File: src/rtl/clos_alloc_pkg.sv
package clos_alloc_pkg;

   typedef enum logic [1:0] {
      ANS_NONE    = 2'd0,
      ANS_GRANT   = 2'd1,
      ANS_FULL    = 2'd2,
      ANS_BLOCKED = 2'd3
   } ans_kind_t;

   function automatic int idx_w(input int n);
      return (n > 1) ? $clog2(n) : 1;
   endfunction

endpackage

File: src/rtl/busy_table.sv
module busy_table
   import clos_alloc_pkg::*;
#(
   parameter int ROWS     = 4,
   parameter int COLS     = 3,
   parameter int LOAD_MAX = 2,
   localparam int RW      = idx_w(ROWS),
   localparam int CW      = idx_w(COLS)
) (
   input  logic                       clk,
   input  logic                       rst_n,
   input  logic                       set_en,
   input  logic [RW-1:0]              set_row,
   input  logic [CW-1:0]              set_col,
   input  logic                       clr_en,
   input  logic [RW-1:0]              clr_row,
   input  logic [CW-1:0]              clr_col,
   input  logic [RW-1:0]              rd_row,
   output logic [COLS-1:0]            rd_bits,
   output logic                       rd_full,
   output logic [ROWS-1:0][COLS-1:0]  all_bits
);

   for (genvar r = 0; r < ROWS; r++) begin : g_row
      logic [COLS-1:0] row_q;
      logic            hit_clr;
      logic            hit_set;

      assign hit_clr = clr_en && (clr_row == RW'(r));
      assign hit_set = set_en && (set_row == RW'(r));

      always_ff @(posedge clk or negedge rst_n) begin
         if (!rst_n) begin
            row_q <= '0;
         end else if (hit_clr) begin
            row_q[clr_col] <= 1'b0;
         end else if (hit_set) begin
            row_q[set_col] <= 1'b1;
         end
      end

      assign all_bits[r] = row_q;
   end

   assign rd_bits = all_bits[rd_row];
   assign rd_full = ($countones(rd_bits) >= LOAD_MAX);

endmodule

File: src/rtl/lowest_free.sv
module lowest_free
   import clos_alloc_pkg::*;
#(
   parameter int N  = 3,
   localparam int MW = idx_w(N)
) (
   input  logic [N-1:0]  busy,
   output logic          found,
   output logic [MW-1:0] idx
);

   always_comb begin
      found = 1'b0;
      idx   = '0;
      for (int k = N - 1; k >= 0; k--) begin
         if (!busy[k]) begin
            found = 1'b1;
            idx   = MW'(k);
         end
      end
   end

endmodule

File: src/rtl/clos_path_alloc.sv
module clos_path_alloc
   import clos_alloc_pkg::*;
#(
   parameter int NUM_EDGE = 4,
   parameter int PORTS    = 2,
   parameter int NUM_MID  = 3,
   localparam int IW      = idx_w(NUM_EDGE),
   localparam int MW      = idx_w(NUM_MID)
) (
   input  logic          clk,
   input  logic          rst_n,
   input  logic          req_valid,
   output logic          req_ready,
   input  logic [IW-1:0] req_in,
   input  logic [IW-1:0] req_out,
   input  logic          rel_valid,
   input  logic [IW-1:0] rel_in,
   input  logic [IW-1:0] rel_out,
   input  logic [MW-1:0] rel_mid,
   output logic          rsp_valid,
   output logic          rsp_grant,
   output logic          rsp_full,
   output logic          rsp_blocked,
   output logic [MW-1:0] rsp_mid
);

   if (NUM_EDGE < 2) begin : g_bad_edge
      $error("clos_path_alloc: NUM_EDGE must be at least 2");
   end
   if (PORTS < 1) begin : g_bad_ports
      $error("clos_path_alloc: PORTS must be at least 1");
   end
   if (NUM_MID < 2 * PORTS - 1) begin : g_bad_mid
      $error("clos_path_alloc: NUM_MID below 2*PORTS-1 allows blocking");
   end

   logic                          take;
   logic [NUM_MID-1:0]            in_bits, out_bits, union_busy;
   logic                          in_full, out_full;
   logic                          pick_found;
   logic [MW-1:0]                 pick_idx;
   logic                          do_set;
   ans_kind_t                     ans_d, ans_q;
   logic [MW-1:0]                 mid_q;
   logic [IW-1:0]                 lat_in_q, lat_out_q;
   logic [NUM_EDGE-1:0][NUM_MID-1:0] in_map, out_map;

   assign req_ready = !rel_valid;
   assign take      = req_valid && req_ready;

   busy_table #(.ROWS(NUM_EDGE), .COLS(NUM_MID), .LOAD_MAX(PORTS)) u_in_tab (
      .clk      (clk),
      .rst_n    (rst_n),
      .set_en   (do_set),
      .set_row  (req_in),
      .set_col  (pick_idx),
      .clr_en   (rel_valid),
      .clr_row  (rel_in),
      .clr_col  (rel_mid),
      .rd_row   (req_in),
      .rd_bits  (in_bits),
      .rd_full  (in_full),
      .all_bits (in_map)
   );

   busy_table #(.ROWS(NUM_EDGE), .COLS(NUM_MID), .LOAD_MAX(PORTS)) u_out_tab (
      .clk      (clk),
      .rst_n    (rst_n),
      .set_en   (do_set),
      .set_row  (req_out),
      .set_col  (pick_idx),
      .clr_en   (rel_valid),
      .clr_row  (rel_out),
      .clr_col  (rel_mid),
      .rd_row   (req_out),
      .rd_bits  (out_bits),
      .rd_full  (out_full),
      .all_bits (out_map)
   );

   assign union_busy = in_bits | out_bits;

   lowest_free #(.N(NUM_MID)) u_pick (
      .busy  (union_busy),
      .found (pick_found),
      .idx   (pick_idx)
   );

   always_comb begin
      if (!take) begin
         ans_d = ANS_NONE;
      end else if (in_full || out_full) begin
         ans_d = ANS_FULL;
      end else if (pick_found) begin
         ans_d = ANS_GRANT;
      end else begin
         ans_d = ANS_BLOCKED;
      end
   end

   assign do_set = (ans_d == ANS_GRANT);

   always_ff @(posedge clk or negedge rst_n) begin
      if (!rst_n) begin
         ans_q     <= ANS_NONE;
         mid_q     <= '0;
         lat_in_q  <= '0;
         lat_out_q <= '0;
      end else begin
         ans_q <= ans_d;
         if (take) begin
            mid_q     <= pick_idx;
            lat_in_q  <= req_in;
            lat_out_q <= req_out;
         end
      end
   end

   assign rsp_valid   = (ans_q != ANS_NONE);
   assign rsp_grant   = (ans_q == ANS_GRANT);
   assign rsp_full    = (ans_q == ANS_FULL);
   assign rsp_blocked = (ans_q == ANS_BLOCKED);
   assign rsp_mid     = (ans_q == ANS_GRANT) ? mid_q : '0;

endmodule

File: config.mk
export PLATFORM = sky130hd
export DESIGN_NAME = clos_path_alloc
export DESIGN_NICKNAME = d
export VERILOG_FILES = /design/src/rtl/clos_alloc_pkg.sv /design/src/rtl/busy_table.sv /design/src/rtl/lowest_free.sv /design/src/rtl/clos_path_alloc.sv
export SDC_FILE = /design/constraint.sdc
export NUM_CORES = 1
export LEC_CHECK = 0
export BUFFER_PORTS_ARGS = -buffer_cell sky130_fd_sc_hd__buf_2
export CORE_ASPECT_RATIO = 1.1
export CORE_MARGIN = 5
export CORE_UTILIZATION = 51
export CTS_CLUSTER_SIZE = 40
export DETAILED_ROUTE_END_ITERATION = 10
export GPL_TIMING_DRIVEN = 0
export PLACE_DENSITY = 0.81
export REMOVE_ABC_BUFFERS = 1
export SLEW_MARGIN = 20
export SYNTH_ARGS = -nofsm -noshare
export SYNTH_HDL_FRONTEND = slang
export SYNTH_SLANG_ARGS = --single-unit
export TNS_END_PERCENT = 5
File: constraint.sdc
create_clock -name clk -period 2.35 [get_ports clk]
set_clock_uncertainty 0.1 [all_clocks]
set_input_delay 0.47 -clock clk [delete_from_list [all_inputs] [get_ports clk]]
set_output_delay 0.47 -clock clk [all_outputs]
set_load 0.005 [all_outputs]
### After elaboration in Yosys (flattened, before gate mapping)

Index checks and enable logic that the tools add are counted.
Widths: inputs -> output; s select.

* logic and storage cells: 124
* input bits: 14
* register bits: 28

* equal/unequal tests: 16
* add/subtract/negate cells: 4
* order comparisons: 8
* multiplexer cells: 34
* reductions and logical operators: 34
* bitwise gates (word level): 18

Operators with widths (count)
* $add 32x1->32: 2
* $ge 32x3->1 const B: 2
* $mux 3: 18
* $or 3x3->3: 9
* $and 3x3->3: 8
* $eq 2x2->1 const B: 10
* $logic_and 1x1->1: 19
* $reduce_bool 2->1: 9
* $mux 2: 7
* $bmux 3 s2: 2
* $eq 2x1->1 const B: 6
* $lt 2x3->1 const B: 4
* $logic_not 2->1: 4
* $mux 1: 5
* $add 1x1->2: 2
* $demux 1 s2: 2
* $ge 2x1->1 const B: 2
* $not 3->3: 1
* $logic_not 1->1: 1
* $logic_or 1x1->1: 1

### Depth between registers and ports, before layout

* word-level depth: 13
* mapped depth: 8
* depth with buffers taken out: 6

### By module

From an unflattened synthesis, not the netlist that was laid out.

* cells, all modules: 147
* area, all modules: 1540.2 um^2

Modules (own cells, without submodules)
* busy_table: area an instance 641.9 um^2, times used 2, seq. area each 300.3 um^2, cells each 61
* clos_path_alloc: area an instance 232.7 um^2, times used 1, seq. area each 100.1 um^2, cells each 22
* lowest_free: area an instance 23.8 um^2, times used 1, seq. area each 0.0 um^2, cells each 3

### Worst setup path before layout

No wires, ideal clock.

* path type: input port to flip-flop
* start point: input req_in[0]
* end point: register u_in_tab.g_row[1].row_q[2]
* data arrival time: 2.663 ns
* stages: 8
* setup slack: -0.490 ns
* setup time: 0.078 ns
* cells stage by stage: buf_2 mux4_2 ha_1 a311o_1 nor4_4 buf_6 a31oi_1 a21oi_1

* cells in the longest elaborated chain, start to end: 13
* elaborated cells on any way between the ends: 28

RTL lines
* start, declared: line clos_path_alloc.sv:14 `input logic [IW-1:0] req_in,`
* branches (longest 13 deep; another with $add 32x1->32)
* end signal, assigned: line busy_table.sv:34 `row_q <= '0;`
* end signal, assigned by index: line busy_table.sv:36 `row_q[clr_col] <= 1'b0;`
* end signal, assigned by index: line busy_table.sv:38 `row_q[set_col] <= 1'b1;`
* end, declared: line busy_table.sv:25 `logic [COLS-1:0] row_q;`

Several ways; the timed one is not identified. The select of a mux whose other input is x is not followed.
A chain may end at the register's enable or synchronous reset.

### Worst setup path after layout

* start point: register u_in_tab.g_row[3].row_q[0]
* end point: register u_in_tab.g_row[2].row_q[1]

* cells in the longest elaborated chain, start to end: 11
* elaborated cells on any way between the ends: 23

RTL lines
* start, declared: line busy_table.sv:25
* start signal, assigned: line busy_table.sv:34
* start signal, assigned by index: line busy_table.sv:36
* start signal, assigned by index: line busy_table.sv:38
* $bmux 3 s2 *: line busy_table.sv:45 `assign rd_bits = all_bits[rd_row];`
* $mux 3 (not written as such) *: line busy_table.sv:45
* $add 1x1->2 (not written as such) or $or 3x3->3 (tied branches): line busy_table.sv:46, clos_path_alloc.sv:81
* $add 32x1->32 (not written as such) or $mux 2 (tied branches): line busy_table.sv:46, lowest_free.sv:16
* $ge 32x3->1 (tied with other cells): line busy_table.sv:46 `assign rd_full = ($countones(rd_bits) >= LOAD_MAX);`
* $logic_or 1x1->1 or $logic_and 1x1->1 (tied branches): line clos_path_alloc.sv:92, busy_table.sv:38
* $mux 2 or $mux 1 (tied branches): line clos_path_alloc.sv:92, busy_table.sv:38
* $mux 2 or $demux 1 s2 (tied branches)
* $eq 2x1->1 or $or 3x3->3 (tied branches)
* $logic_and 1x1->1 or $mux 3 (tied branches): line busy_table.sv:30, busy_table.sv:37
* $reduce_bool 2->1 (no line) or $mux 3 (tied branches)
* end signal, assigned: line busy_table.sv:34
* end signal, assigned by index: line busy_table.sv:36
* end signal, assigned by index: line busy_table.sv:38
* end, declared: line busy_table.sv:25

Every way passes the cells marked *; elsewhere a longest branch is shown, timed or not. The select of a mux whose other input is x is not followed.

==> reports/summary.log <==
[status] status finished with violations
[status] failing checks setup timing
[routing] Routed Wire Length 4074 microns
[global_routing] global-route wire length before repair 6879 microns
[global_routing] global-route met1 utilization 26.46%
[clock_network] Clock transition at path regs 0.15 ns
[clock_network] clock tree from TritonCTS done
[run] count of max-cap constraint violations 0
[worst_setup_path] ordered list of cells on the worst path mux4_2, ha_4, a311o_2, nor4_4, buf_4, a31oi_1, a21oi_1
[die] Row Count 20
[synth] compound-cell area share of the yosys netlist 16.14%
[place] post-placement setup slack -1.144 ns
[worst_setup_path] endpoint of the most critical register-to-register path u_in_tab.g_row[2].row_q[1]
[synth] number of synthesized register bits 28
[cells_and_area] area added between synthesis and finish 15.08%
[routing] initial detailed-routing violation count 121
[die] Die Ht 67.55 microns
[synth] multiplexer fraction of the synthesized cell area 12.14%
[worst_setup_path] worst reg-to-reg path cell count 7
[worst_setup_path] CP Buf/Inv Count 1
[routing] count of nets left with antenna violations after detail routing 0
[synth] total of warnings raised by yosys 0
[cells_and_area] Final #Nets 188
[place] number of port buffers 20
[clock_network] number of H-tree branching levels 1
[synth] XOR/XNOR share of the synthesized area 0%
[clock_network] number of sinks on the clock net 28
[routing] routed length per instance 19.97 microns
[die] I/O Pins 21
[clock_network] Clock Root Buffer clkbuf_4
[worst_setup_path] required arrival time at the worst endpoint 2.51 ns
[place] detailed-placement wirelength estimate 2589 microns
[die] die area 4209 sq um
[worst_setup_path] delay contributed by the slowest stage of the critical path 0.53 ns
[global_routing] vias in the first global route 1417
[worst_setup_path] type of destination of the critical path flip-flop
[pwr] Power Total 2.062 mW
[timing] crit path time final 2.529 ns
[worst_setup_path] slack of the worst reg-to-reg path -0.18 ns
[synth] Unique masters post-synth 29
[cells_and_area] share of post-route cells with drive strength above 1 28.65%
[timing] final setup violating endpoints 25
[place] routability congestion estimate 0.9544
[global_routing] pin count of the biggest net entering global routing 29
[cells_and_area] leading cell types in the layout, fill and taps excluded dfrtp_1 (28), a31oi_1 (22), buf_2 (19)
[pwr] power density over the cells 1167 nW/um^2
[pwr] maximum vdd drop 0.5862 mV
[synth] proportion of synthesized chip area in sequential cells 45.64%
[global_routing] GRT met3 Usage 3.661%
[global_routing] residual overflow from global routing 0
[cells_and_area] final core utilization 62.48%
[routing] vias per cell 6.907
[synth] main area contributors after synthesis dfrtp_1 (46%), a31oi_1 (9.0%), a21oi_1 (5.9%)
[synth] cell area after synthesis 1535 sq um
[global_routing] antenna violations before repair 0
[worst_setup_path] startpoint type of the worst setup path flip-flop
[cells_and_area] combined area of the multi-input logic cells 814.5 sq um
[worst_setup_path] cell depth of the worst setup path 7
[synth] largest family of logic cells by synthesized area simple AND/OR/NAND/NOR gates
[timing] slew of the pin with the lowest slew margin 0.9500 ns
[timing] final number of hold-violating endpoints 0
[global_routing] total track usage 20.82%
[clock_network] hold-fix buffer count after cts 0
[cells_and_area] most common cell after layout, fill and taps aside dfrtp_1
[synth] simple-gate share of the synthesized area 20.62%
[die] die outline width 62.31 microns
[synth] cell type with the largest total area after synthesis dfrtp_1
[cells_and_area] number of antenna cells inserted 0
[timing] Final Slew Violations 0
[place] cell count after placement 190
[worst_setup_path] Setup Crit Path Kind flip-flop to flip-flop
[worst_setup_path] slowest cell on the critical path mux4_2
[timing] relative max-transition margin 36.14%
[synth] mean area per synthesized cell 10.74 sq um
[global_routing] met2 routing resource usage after global routing 34.46%
[worst_setup_path] maximum net fanout on the critical path 7
[worst_setup_path] worst endpoint data arrival time 2.69 ns
[clock_network] Clock Tree Buf Depth 2
[timing] crit share post-route 107.6%
[global_routing] Top Usage Layer GRT met2
[clock_network] CTS Buf Count 3
[routing] vias post-DR 1409
[synth] count of mapped cells out of synthesis 143
[pwr] Leak Pwr 0.7939 nW
[timing] RSZ-0062 raised after global routing yes
[worst_setup_path] family of cells with the greatest summed delay on the critical path compound AO/OA/AOI/OAI gates
[cells_and_area] final cell count without fillers 204
[worst_setup_path] FF-to-FF Start u_in_tab.g_row[3].row_q[0]
[synth] Adder-Cell Fraction of Synth Area 1.630%
[timing] post-route setup slack -0.1787 ns
[min_path] class of the tightest hold or removal check input port to async pin
[die] placeable core area 2828 sq um
[timing] total negative slack -3.446 ns
[timing] peak clock frequency supported by timing 395.5 MHz
[routing] DRC violation count after routing 0
[synth] fraction of synthesized cell area taken by the top area cell type 45.64%
[clock_network] Skew-Pair Late Insertion Delay 0.34 ns
[cells_and_area] number of fill cells in the layout 228
[die] initial core utilization 54.29%
[routing] detailed-routing iteration count for the pre-antenna-repair pass 5
[cells_and_area] sequential cell area in the final layout 700.7 sq um
[metrics by stage]
stage               hold WS, ns  instance area, sq um
floorplan               0.07441                  1480
global placement         0.3674                  1622
detailed placement       0.3954                  1622
CTS                     0.03840                  1733
global route            0.07989                  1767
finish                  0.01338                  1767
[cell type report]
class,instances,area share [%]
multi-input cells,109,46.10
inverters,1,0.2125
repair buffers,29,9.632
clock buffers,4,2.054
well taps,33,2.337
flip-flops and latches,28,39.66
[state kept, by name, indices dropped and copies added (netlist names)]
name                   flops
u_in_tab.g_row.row_q      12
mid_q                      2
u_out_tab.g_row.row_q     12
ans_q                      2
[synthesized netlist by cell type]
library cell / count
and2_4: 1
a311o_1: 1
and3_2: 1
buf_2: 2
and3_1: 1
and2_1: 3
nand3_1: 4
nor2_1: 13
nor4_4: 1
inv_1: 1
nor3_1: 7
nor2b_1: 4
buf_6: 4
nor3_4: 1
nor4_2: 1
dfrtp_1: 28
mux4_1: 2
mux2_1: 3
a21oi_1: 18
o21ai_0: 2
mux2i_1: 1
a31oi_1: 22
mux4_2: 4
nor4_1: 1
ha_1: 2
or2_2: 1
nor3b_1: 7
nand2_1: 5
nand2b_1: 2
[worst reg2reg max path, stage by stage (launching register included)]
cell and delay (ns):
dfrtp_1 0.41, mux4_2 0.53, ha_4 0.27, a311o_2 0.42
nor4_4 0.29, buf_4 0.20, a31oi_1 0.09, a21oi_1 0.16
[power breakdown]
group	leakage (nW)	total, mW	internal [mW]	switching [mW]
clock network	0.0210	0.242	0.0950	0.147
registers	0.361	0.826	0.690	0.135
logic	0.412	0.994	0.443	0.551
total	0.794	2.06	1.23	0.833
[worst max path at each step]
stage,startpoint,end,slack [ns]
4_1_cts,u_in_tab.g_row[0].row_q[0],u_in_tab.g_row[2].row_q[1],-0.20
5_1_grt,u_in_tab.g_row[3].row_q[0],u_in_tab.g_row[2].row_q[0],-0.26
3_5_place_dp,req_in[0],u_in_tab.g_row[2].row_q[1],-1.14
6_report,u_in_tab.g_row[3].row_q[0],u_in_tab.g_row[2].row_q[1],-0.18
2_1_floorplan,req_in[0],u_in_tab.g_row[0].row_q[0],-0.52
3_3_place_gp,req_in[0],u_out_tab.g_row[0].row_q[0],-1.08
[metal layers]
layer	up-vias	part of all wire [%]	wire length, microns
met5	-	0	0
met4	0	5.1	207
met3	30	11	441
met2	112	48	1957
met1	662	36	1467
li1	605	-	-
[timing repair]
item / in CTS / in global routing
resized for setup: 3 / 4
pin swaps: 4 / 3
gates cloned: 1 / 0
setup endpoints to repair: 27 / 28
buffers inserted: 6 / 3
[cell families (layout without fill, tap and decap cells)]
group	after synthesis	after routing
flip-flops	28	28
multiplexers	10	10
AO/OA/AOI/OAI	43	43
AND/OR/NAND/NOR	53	54
adder cells (fa/ha/maj)	2	2
buffers and inverters	7	34
Note: power is estimated with default switching activity, not from simulation.
